## config.mk

```make
export PLATFORM = sky130hd
export DESIGN_NAME = tdm_pingpong_addr
export DESIGN_NICKNAME = d
export VERILOG_FILES = /design/src/rtl/tdm_dma_pkg.sv /design/src/rtl/tdm_dma_regs.sv /design/src/rtl/tdm_dma_ptr.sv /design/src/rtl/tdm_dma_seq.sv /design/src/rtl/tdm_pingpong_addr.sv
export SDC_FILE = /design/constraint.sdc
export NUM_CORES = 1
export LEC_CHECK = 0
export ABC_AREA = 0
export BUFFER_PORTS_ARGS = -buffer_cell sky130_fd_sc_hd__buf_4
export CAP_MARGIN = 25
export CORE_AREA = 2 2 167 169
export DETAILED_ROUTE_END_ITERATION = 10
export DIE_AREA = 0 0 169 171
export PLACE_DENSITY_LB_ADDON = 0.08
export REMOVE_ABC_BUFFERS = 1
export SLEW_MARGIN = 20
export SYNTH_ARGS = -nofsm -noshare
export SYNTH_HDL_FRONTEND = slang
export SYNTH_HIERARCHICAL = 1
export SYNTH_SLANG_ARGS = --single-unit
```

## constraint.sdc

```tcl
create_clock -name clk -period 3.05 [get_ports clk]
set_clock_uncertainty 0.1 [all_clocks]
set_input_delay 0.4575 -clock clk [delete_from_list [all_inputs] [get_ports clk]]
set_output_delay 0.4575 -clock clk [all_outputs]
set_load 0.01 [all_outputs]
```

## src/rtl/tdm_dma_pkg.sv

```systemverilog
// Shared types for the TDM frame address sequencer.
// Assumes a 4-bit register index and six status sources.
package tdm_dma_pkg;
    localparam int STAT_W = 6;
    localparam int ST_TX_FIRST  = 0;
    localparam int ST_TX_SECOND = 1;
    localparam int ST_RX_SECOND = 2;
    localparam int ST_RX_FIRST  = 3;
    localparam int ST_MABORT    = 4;
    localparam int ST_TABORT    = 5;

    typedef enum logic [3:0] {
        RA_CTRL  = 4'd0,
        RA_OPER  = 4'd1,
        RA_MASK  = 4'd2,
        RA_STAT  = 4'd3,
        RA_RING0 = 4'd4
    } reg_idx_e;

    typedef enum logic [1:0] {
        SQ_IDLE = 2'd0,
        SQ_TX   = 2'd1,
        SQ_RX   = 2'd2
    } seq_state_e;
endpackage

```

## src/rtl/tdm_dma_regs.sv

```systemverilog
// Register file: control, operate, mask, write-one-to-clear status and
// three ring addresses per direction. Assumes single-cycle write strobes;
// a status set wins over a clear of the same bit in the same cycle.
module tdm_dma_regs
    import tdm_dma_pkg::*;
#(
    parameter int AW = 32
) (
    input  logic                   clk,
    input  logic                   rst_n,
    input  logic                   wr,
    input  logic [3:0]             idx,
    input  logic [AW-1:0]          wdata,
    input  logic [STAT_W-1:0]      set_vec,
    output logic                   hold,
    output logic                   oper,
    output logic [STAT_W-1:0]      status,
    output logic                   irq,
    output logic [1:0][AW-1:0]     ring_start,
    output logic [1:0][AW-1:0]     ring_mid,
    output logic [1:0][AW-1:0]     ring_last
);
    logic [3:0]        ctrl_q;
    logic              oper_q;
    logic [STAT_W-1:0] mask_q;
    logic [STAT_W-1:0] stat_q;
    logic [STAT_W-1:0] clr_vec;
    logic              unused_bits;

    assign unused_bits = ^{wdata[AW-1:STAT_W], ctrl_q[0]};

    // Control and operate registers; reset holds the engine
    always_ff @(posedge clk) begin
        if (!rst_n) begin
            ctrl_q <= 4'hF;
            oper_q <= 1'b0;
            mask_q <= '0;
        end else if (wr) begin
            if (idx == RA_CTRL) ctrl_q <= wdata[3:0];
            if (idx == RA_OPER) oper_q <= wdata[0];
            if (idx == RA_MASK) mask_q <= wdata[STAT_W-1:0];
        end
    end

    assign clr_vec = (wr && idx == RA_STAT) ? wdata[STAT_W-1:0] : '0;

    // Status: clear written ones, then merge new events
    always_ff @(posedge clk) begin
        if (!rst_n) stat_q <= '0;
        else        stat_q <= (stat_q & ~clr_vec) | set_vec;
    end

    genvar d;
    generate
        for (d = 0; d < 2; d++) begin : g_dir
            localparam logic [3:0] BASE = 4'(int'(RA_RING0) + 3 * d);
            logic [AW-1:0] start_q, mid_q, last_q;
            // Ring address registers for one direction
            always_ff @(posedge clk) begin
                if (!rst_n) begin
                    start_q <= '0;
                    mid_q   <= '0;
                    last_q  <= '0;
                end else if (wr) begin
                    if (idx == BASE)        start_q <= wdata;
                    if (idx == BASE + 4'd1) mid_q   <= wdata;
                    if (idx == BASE + 4'd2) last_q  <= wdata;
                end
            end
            assign ring_start[d] = start_q;
            assign ring_mid[d]   = mid_q;
            assign ring_last[d]  = last_q;
        end
    endgenerate

    assign hold   = |ctrl_q[3:1];
    assign oper   = oper_q;
    assign status = stat_q;
    assign irq    = |(stat_q & mask_q);
endmodule

```

## src/rtl/tdm_dma_ptr.sv

```systemverilog
// Address pointer for one ring direction. It steps by one 32-bit word per
// accepted transfer, returns to start after the last word, and flags the
// completion of each half. Assumes word-aligned, consistent ring addresses.
module tdm_dma_ptr #(
    parameter int AW = 32
) (
    input  logic          clk,
    input  logic          rst_n,
    input  logic          hold,
    input  logic          step,
    input  logic [AW-1:0] start_addr,
    input  logic [AW-1:0] mid_addr,
    input  logic [AW-1:0] last_addr,
    output logic [AW-1:0] ptr,
    output logic          first_done,
    output logic          second_done
);
    localparam logic [AW-1:0] WORD_BYTES = AW'(4);

    logic [AW-1:0] ptr_q;
    logic [AW-1:0] nxt;
    logic          at_last;

    assign nxt     = ptr_q + WORD_BYTES;
    assign at_last = (ptr_q == last_addr);

    // Pointer: follow start while held, else advance or wrap on a step
    always_ff @(posedge clk) begin
        if (!rst_n)     ptr_q <= '0;
        else if (hold)  ptr_q <= start_addr;
        else if (step)  ptr_q <= at_last ? start_addr : nxt;
    end

    assign ptr         = ptr_q;
    assign first_done  = step && !hold && !at_last && (nxt == mid_addr);
    assign second_done = step && !hold && at_last;
endmodule

```

## src/rtl/tdm_dma_seq.sv

```systemverilog
// Burst sequencer: on an accepted frame tick it issues WPF transmit words,
// then WPF receive words, each waiting for mem_ack. Ticks during a burst
// are dropped, and a hold abandons the burst.
module tdm_dma_seq
    import tdm_dma_pkg::*;
#(
    parameter int WPF = 8
) (
    input  logic       clk,
    input  logic       rst_n,
    input  logic       hold,
    input  logic       oper,
    input  logic       tick,
    input  logic       ack,
    output logic       req,
    output logic       we,
    output logic [1:0] step
);
    localparam int CW = (WPF > 1) ? $clog2(WPF) : 1;
    localparam logic [CW-1:0] LAST = CW'(WPF - 1);

    seq_state_e    state_q;
    logic [CW-1:0] cnt_q;

    // Burst state and word counter
    always_ff @(posedge clk) begin
        if (!rst_n || hold) begin
            state_q <= SQ_IDLE;
            cnt_q   <= '0;
        end else begin
            case (state_q)
                SQ_IDLE: if (tick && oper) begin
                    state_q <= SQ_TX;
                    cnt_q   <= '0;
                end
                SQ_TX: if (ack) begin
                    if (cnt_q == LAST) begin
                        state_q <= SQ_RX;
                        cnt_q   <= '0;
                    end else cnt_q <= cnt_q + 1'b1;
                end
                SQ_RX: if (ack) begin
                    if (cnt_q == LAST) begin
                        state_q <= SQ_IDLE;
                        cnt_q   <= '0;
                    end else cnt_q <= cnt_q + 1'b1;
                end
                default: state_q <= SQ_IDLE;
            endcase
        end
    end

    assign req     = (state_q != SQ_IDLE);
    assign we      = (state_q == SQ_RX);
    assign step[0] = (state_q == SQ_TX) && ack;
    assign step[1] = (state_q == SQ_RX) && ack;
endmodule

```

## src/rtl/tdm_pingpong_addr.sv

```systemverilog
// Top: double-buffered TDM frame address sequencer. Direction 0 is
// transmit (memory reads), direction 1 is receive (memory writes).
// Assumes frame_tick and abort inputs are single-cycle pulses.
module tdm_pingpong_addr
    import tdm_dma_pkg::*;
#(
    parameter int AW  = 32,
    parameter int WPF = 8
) (
    input  logic              clk,
    input  logic              rst_n,
    input  logic              cfg_wr,
    input  logic [3:0]        cfg_addr,
    input  logic [AW-1:0]     cfg_wdata,
    input  logic              frame_tick,
    input  logic              mem_ack,
    input  logic              master_abort,
    input  logic              target_abort,
    output logic              mem_req,
    output logic              mem_we,
    output logic [AW-1:0]     mem_addr,
    output logic              irq,
    output logic [STAT_W-1:0] int_status
);
    logic                hold_w, oper_w;
    logic [1:0]          step_w, first_w, second_w;
    logic [1:0][AW-1:0]  start_w, mid_w, last_w, ptr_w;
    logic [STAT_W-1:0]   set_w;

    assign set_w[ST_TX_FIRST]  = first_w[0];
    assign set_w[ST_TX_SECOND] = second_w[0];
    assign set_w[ST_RX_SECOND] = second_w[1];
    assign set_w[ST_RX_FIRST]  = first_w[1];
    assign set_w[ST_MABORT]    = master_abort;
    assign set_w[ST_TABORT]    = target_abort;

    tdm_dma_regs #(.AW(AW)) u_regs (
        .clk(clk), .rst_n(rst_n), .wr(cfg_wr), .idx(cfg_addr),
        .wdata(cfg_wdata), .set_vec(set_w), .hold(hold_w), .oper(oper_w),
        .status(int_status), .irq(irq), .ring_start(start_w),
        .ring_mid(mid_w), .ring_last(last_w)
    );

    tdm_dma_seq #(.WPF(WPF)) u_seq (
        .clk(clk), .rst_n(rst_n), .hold(hold_w), .oper(oper_w),
        .tick(frame_tick), .ack(mem_ack), .req(mem_req), .we(mem_we),
        .step(step_w)
    );

    genvar d;
    generate
        for (d = 0; d < 2; d++) begin : g_ptr
            tdm_dma_ptr #(.AW(AW)) u_ptr (
                .clk(clk), .rst_n(rst_n), .hold(hold_w), .step(step_w[d]),
                .start_addr(start_w[d]), .mid_addr(mid_w[d]),
                .last_addr(last_w[d]), .ptr(ptr_w[d]),
                .first_done(first_w[d]), .second_done(second_w[d])
            );
        end
    endgenerate

    assign mem_addr = mem_we ? ptr_w[1] : ptr_w[0];
endmodule

```

==> results.ini, run 1 <==
[run_status]
status = finished, final reports clean

[cts]
insertion_delay_ns = 0.58
ctsHoldBuffers = 0
cts.sinks = 277
cts.root.buffer_cell = clkbuf_16
cts.clk_slew.worst_paths_ns = 0.06
cts_max_path_buffers = 3
cts_made_buffers = 31
htreeDepth = 1
cts_tree = yes

[critical_path]
crit_type = register to output pin
crit_path_end_kind = output pin
startpoint_type = register
crit_arrival_ns = 2.39
crit_required_ns = 2.49
crit_fanout = 35

[floorplanning]
start_util_pct = 54.9
die_w_um = 169
ios = 84
std_cell_rows = 61
dieArea_um2 = 28900
die_h_um = 171
core_um2 = 27300

[drt]
detail_route.iter0.violations = 955
routed_wl_um = 45300
vias_per_cell = 5.75
vias = 12400
antenna_left = 0
first_pass_iters = 5
drcViolationCount = 0
wire_per_inst_um = 21.0

[placed_design]
place_ws_ns = 0.0243
portBuffers = 83
place.gp.congestion = 0.909
hpwlAfterDp_um = 32700

[finish]
syn_to_final_growth_pct = 17.1
n_fill_cell = 2341
final_common_cell = nand2_1
layout_common_cells = 284 x nand2_1, 277 x dfxtp_1, 244 x mux2i_1, 181 x buf_4, 132 x xnor2_1
multiInputGateArea_um2 = 8740
final_nets = 1836
n_antenna_cell = 0
regArea_um2 = 5550
drive_above_1_share_pct = 18.0

[timing]
fin_crit_ns = 2.95
slew_headroom_pct = 52.3
slew_viol_final = 0
fmax_mhz = 339
finalCritPeriodShare_pct = 96.8
hold_viol = 0
finalSetupViolCount = 0
tightest_slew_ns = 0.715
fin_ws_ns = 0.0991

[synthesis]
synth.distinct_cells = 61
syn_area_um2 = 15000
yosysSeqAreaShare_pct = 37.0
synthFlopType = dfxtp_1
syn_area_per_cell_um2 = 8.86
async_reset_ff_share_pct = 0
post_synth_inst_count = 1692
synth-edff-count = 0
ys_ff_latch = 277
ys_warn_count = 6

[global_routing]
grt_use_met2_pct = 51.4
antenna_found_initial = 2
grt_pass1_vias = 11700
grt_use_met1_pct = 42.5
track_usage_pct = 30.8
grt_max_degree = 64
busiest_layer = met2
grt_pass1_wl_um = 68600
gr-total-overflow = 0
grt_util_met3_pct = 3.89

[power_and_ir_drop]
vdd_drop_max_mv = 0.454
power_mw = 8.31
p_leak_nw = 6.81
power_density_nw_per_um2 = 474

[job]
cap_viol_max_count = 0

[worst_hold_path]
hold_path.class = input port to register

==> timing repair <==
item                       4_1_cts  5_1_grt
pin swaps                        0        7
gates resized for setup          1       12
setup buffers                    0        7
setup endpoints to repair        1        2
==> kinds of logic after synthesis <==
group / after synthesis / synth area share, %
fa+ha+maj: 9 / 0.751
buf+inv: 173 / 5.63
compound gates: 206 / 8.50
xor+xnor: 154 / 9.00
flops: 277 / 37.0
mux: 282 / 19.9
simple gates: 591 / 19.2
==> critical path, cell delays in order (launching register included) <==
cell	delay (ns)
dfxtp_1	0.33
inv_1	0.12
ha_2	0.18
buf_4	0.54
mux2_2	0.43
buf_4	0.15
==> routing by layer <==
metal	wire length, um	up-vias
li1	-	6021
met1	20900	5951
met2	20800	348
met3	2390	68
met4	1220	2
met5	10	-
==> synth_stat cells, types with 10 or more instances <==
master | n | area, um^2
xor2_1 | 22 | 193
nand3_1 | 35 | 175
o21ai_0 | 23 | 115
inv_1 | 42 | 158
a31oi_1 | 20 | 125
nor2b_1 | 14 | 87.6
mux2i_1 | 244 | 2440
buf_4 | 17 | 128
o22ai_1 | 36 | 225
xnor2_1 | 132 | 1160
nand4_1 | 40 | 250
nand2_1 | 284 | 1070
mux2_4 | 30 | 450
nor3b_1 | 12 | 90.1
a21oi_1 | 81 | 405
and2_1 | 39 | 244
nor2_1 | 78 | 293
clkbuf_1 | 71 | 267
buf_1 | 10 | 37.5
nand2b_1 | 12 | 75.1
nor4_1 | 16 | 100
buf_2 | 23 | 115
dfxtp_1 | 277 | 5550
==> through the flow <==
stage / instance area (um^2) / hold WS [ns] / instances / utilization [%] / TNS [ns]
after floorplan: 14300 / 0.332 / 1561 / - / -230.18
after global placement: 16300 / 0.342 / 2089 / 59.6 / 0
after detailed placement: 16300 / 0.346 / 2090 / 59.6 / 0
after CTS: 17400 / 0.0476 / 2148 / 63.8 / 0
after global routing: 17600 / 0.0741 / 2155 / 64.2 / -0.00344
final: 17600 / 0.0578 / 2155 / 64.2 / 0
==> final cells by class <==
cell class / count / share of cell area (%)
sequential: 277 / 31.6
clock inverter: 15 / 1.34
timing repair buffer: 190 / 8.74
inverter: 42 / 0.898
clock buffer: 43 / 5.13
tap: 346 / 2.47
multi-input combinational: 1242 / 49.8
==> final timing paths <==
| kind | startpoint | to | slack [ns] | cells after the start |
|---|---|---|---|---|
| min reg2reg | u_regs/g_dir[1].start_q[0]$_SDFFE_PN0P_ | u_regs/g_dir[1].start_q[0]$_SDFFE_PN0P_ | 0.36 | 2 |
| max | u_seq/state_q[0]$_SDFFE_PP0P_ | mem_addr[31] | 0.1 | 5 |
| max reg2reg | g_ptr[0].u_ptr/ptr[8]$_SDFFE_PN0P_ | g_ptr[0].u_ptr/ptr[20]$_SDFFE_PN0P_ | 0.13 | 10 |
| min | master_abort | u_regs/status[4]$_SDFF_PN0_ | 0.06 | 3 |
==> sequential cells by signal (all words and copies together) (netlist names) <==
name	count
g_ptr.u_ptr/ptr	64
u_seq/cnt_q	3
u_regs/g_dir.last_q	64
u_seq/state_q	2
u_regs/g_dir.start_q	64
u_regs/mask_q	6
u_regs/oper	1
u_regs/status	6
u_regs/ctrl_q	3
u_regs/g_dir.mid_q	64
==> power breakdown <==
part | switching [mW] | internal [mW] | total [mW]
combinational | 0.297 | 0.186 | 0.483
sequential | 0.0319 | 3.66 | 3.69
clock | 1.57 | 2.56 | 4.14
total | 1.90 | 6.41 | 8.31
No activity file was read; power rests on OpenSTA's default activity.
==> inputs of run 2 (changes only) <==
--- a/config.mk
+++ b/config.mk
@@ -8,9 +8,11 @@
 export ABC_AREA = 0
 export BUFFER_PORTS_ARGS = -buffer_cell sky130_fd_sc_hd__buf_4
 export CAP_MARGIN = 25
-export CORE_AREA = 2 2 167 169
+export CELL_PAD_IN_SITES_DETAIL_PLACEMENT = 1
+export CELL_PAD_IN_SITES_GLOBAL_PLACEMENT = 2
+export CORE_AREA = 2 2 210 212
 export DETAILED_ROUTE_END_ITERATION = 10
-export DIE_AREA = 0 0 169 171
+export DIE_AREA = 0 0 212 214
 export PLACE_DENSITY_LB_ADDON = 0.08
 export REMOVE_ABC_BUFFERS = 1
 export SLEW_MARGIN = 20
==> results.ini, run 2 (synthesized netlist as in run 1, its figures left out) <==
[finish]
final_common_cell = nand2_1
syn_to_final_growth_pct = 20.3
layout_common_cells = 284 x nand2_1, 275 x dfxtp_1, 244 x mux2i_1, 183 x buf_4, 132 x xnor2_1
multiInputGateArea_um2 = 8780
final_nets = 1846
drive_above_1_share_pct = 18.5
n_antenna_cell = 0
instances_no_fill = 2406
n_fill_cell = 4923
regArea_um2 = 5550

[power_and_ir_drop]
switching_share_pct = 24.5
power_mw = 8.61
power_density_nw_per_um2 = 478
pwr-share-seq_pct = 42.9
power_switching_mw = 2.11
p_int_mw = 6.51
share_comb_of_total_power_pct = 5.9
pwr-share-clk_pct = 51.2
p_leak_nw = 6.90
vdd_drop_max_mv = 0.396

[timing]
fmax_mhz = 341
hold_viol = 0
slew_headroom_pct = 48.0
tightest_slew_ns = 0.779
slew_viol_final = 0
fin_crit_ns = 2.93
fin_ws_ns = 0.122
holdWs_ns = 0.101
finalSetupViolCount = 0
fin_tns_setup_ns = 0
finalCritPeriodShare_pct = 96.0

[cts]
cts.clk_slew.worst_paths_ns = 0.05
insertion_delay_ns = 0.56
cts.root.buffer_cell = clkbuf_16
cts_tree = yes
ctsHoldBuffers = 0
cts_max_path_buffers = 3
cts.sinks = 277
cts_made_buffers = 36
htreeDepth = 2

[floorplanning]
std_cell_rows = 76
dieArea_um2 = 45400
core_um2 = 42900
start_util_pct = 35.0
die_h_um = 214
die_w_um = 212
ios = 84

[drt]
detail_route.iter0.violations = 502
wl_met2_um = 24800
vias = 12600
topRoutingLayerUsed = met4
routed_wl_um = 54100
dr_wl_met3_um = 1810
wire_per_inst_um = 22.5
vias_per_cell = 5.22
first_pass_iters = 4
drcViolationCount = 0
met1_length_um = 26300
antenna_left = 0

[critical_path]
cp-startpoint = u_seq/state_q[0]$_SDFFE_PP0P_
crit_buf_inv = 3
worstPathCellList = inv_1 > ha_2 > buf_4 > mux2_2 > buf_4
r2r_slack_ns = 0.20
startpoint_type = register
crit_arrival_ns = 2.37
crit_fanout = 35
crit_family = buffers and inverters
cp_slowest_stage_delay_ns = 0.55
crit_required_ns = 2.49
crit_top_cell = buf_4
endpoint = mem_addr[29]
ff2ff_path_depth = 11
r2r-end = u_regs/status[3]$_SDFF_PN0_
crit_type = register to output pin
crit_cells = 5
r2r-start = g_ptr[1].u_ptr/ptr[3]$_SDFFE_PN0P_
critical-path-slowest-cell = buf_4
crit_path_end_kind = output pin

[worst_hold_path]
hold_path.class = input port to register

[placed_design]
dpl.cell_count = 2339
portBuffers = 83
place_ws_ns = -0.131
hpwlAfterDp_um = 39200
place.gp.congestion = 0.849

[global_routing]
track_usage_pct = 23.8
gr-total-overflow = 0
grt_pass1_wl_um = 81600
grt_pass1_vias = 12900
antenna_found_initial = 2
grt_max_degree = 64

[run_status]
status = finished, final reports clean

[job]
cap_viol_max_count = 0

==> run 2: cell type report <==
type | instances | area share, %
Multi-Input combinational cell | 1242 | 48.7
Sequential cell | 277 | 30.8
Timing Repair Buffer | 195 | 8.88
Clock inverter | 16 | 0.951
Tap cell | 585 | 4.06
Clock buffer | 49 | 5.77
Inverter | 42 | 0.874
==> run 2: worst register-to-register path, cell delays in order, from the launching register on <==
cell	delay [ns]
dfxtp_1	0.36
ha_2	0.22
nand3_4	0.13
nor4_4	0.29
buf_4	0.17
nand3_1	0.10
xnor2_1	0.18
or4_1	0.54
nor4_4	0.17
o2111a_1	0.25
nor3b_1	0.06
a21oi_1	0.20
==> run 2: metal layers <==
| layer | vias to the layer above | global-route usage (%) |
|---|---|---|
| met1 | 6240 | 33.5 |
| met5 | - | 0 |
| met2 | 210 | 38.2 |
| met3 | 60 | 3.39 |
| met4 | 0 | 5.82 |
| li1 | 6053 | - |
==> run 2: through the flow <==
stage | util (%) | area (um^2)
2_1_floorplan | - | 14300
3_3_place_gp | 38.9 | 16700
3_5_place_dp | 38.9 | 16700
4_1_cts | 41.8 | 17900
5_1_grt | 42.0 | 18000
6_report | 42.0 | 18000
==> run 2: repair_timing <==
item,CTS,global route
pin swaps,0,5
setup buffers,0,2
endpoints found under the setup margin,2,2
gates resized for setup,4,15
==> run 2: how the worst min path moves through the flow <==
stage,to,cells after the start,start,slack (ns)
2_1_floorplan,u_regs/g_dir[1].start_q[15]$_SDFFE_PN0P_,2,u_regs/g_dir[1].start_q[15]$_SDFFE_PN0P_,0.33
3_5_place_dp,u_regs/g_dir[1].start_q[25]$_SDFFE_PN0P_,2,u_regs/g_dir[1].start_q[25]$_SDFFE_PN0P_,0.35
4_1_cts,u_regs/status[4]$_SDFF_PN0_,3,master_abort,0.06
5_1_grt,u_regs/status[4]$_SDFF_PN0_,3,master_abort,0.09
3_3_place_gp,u_regs/g_dir[1].start_q[1]$_SDFFE_PN0P_,2,u_regs/g_dir[1].start_q[1]$_SDFFE_PN0P_,0.34
6_report,u_regs/status[4]$_SDFF_PN0_,3,master_abort,0.10
==> run 2: power by group through the flow <==
stage	Sequential (mW)	Clock, mW	Combinational [mW]
3_5_place_dp	3.77	0	0.512
3_3_place_gp	3.77	0	0.508
5_1_grt	3.70	4.68	0.548
6_report	3.69	4.41	0.512
4_1_cts	3.69	4.53	0.514
2_1_floorplan	3.77	0	0.200
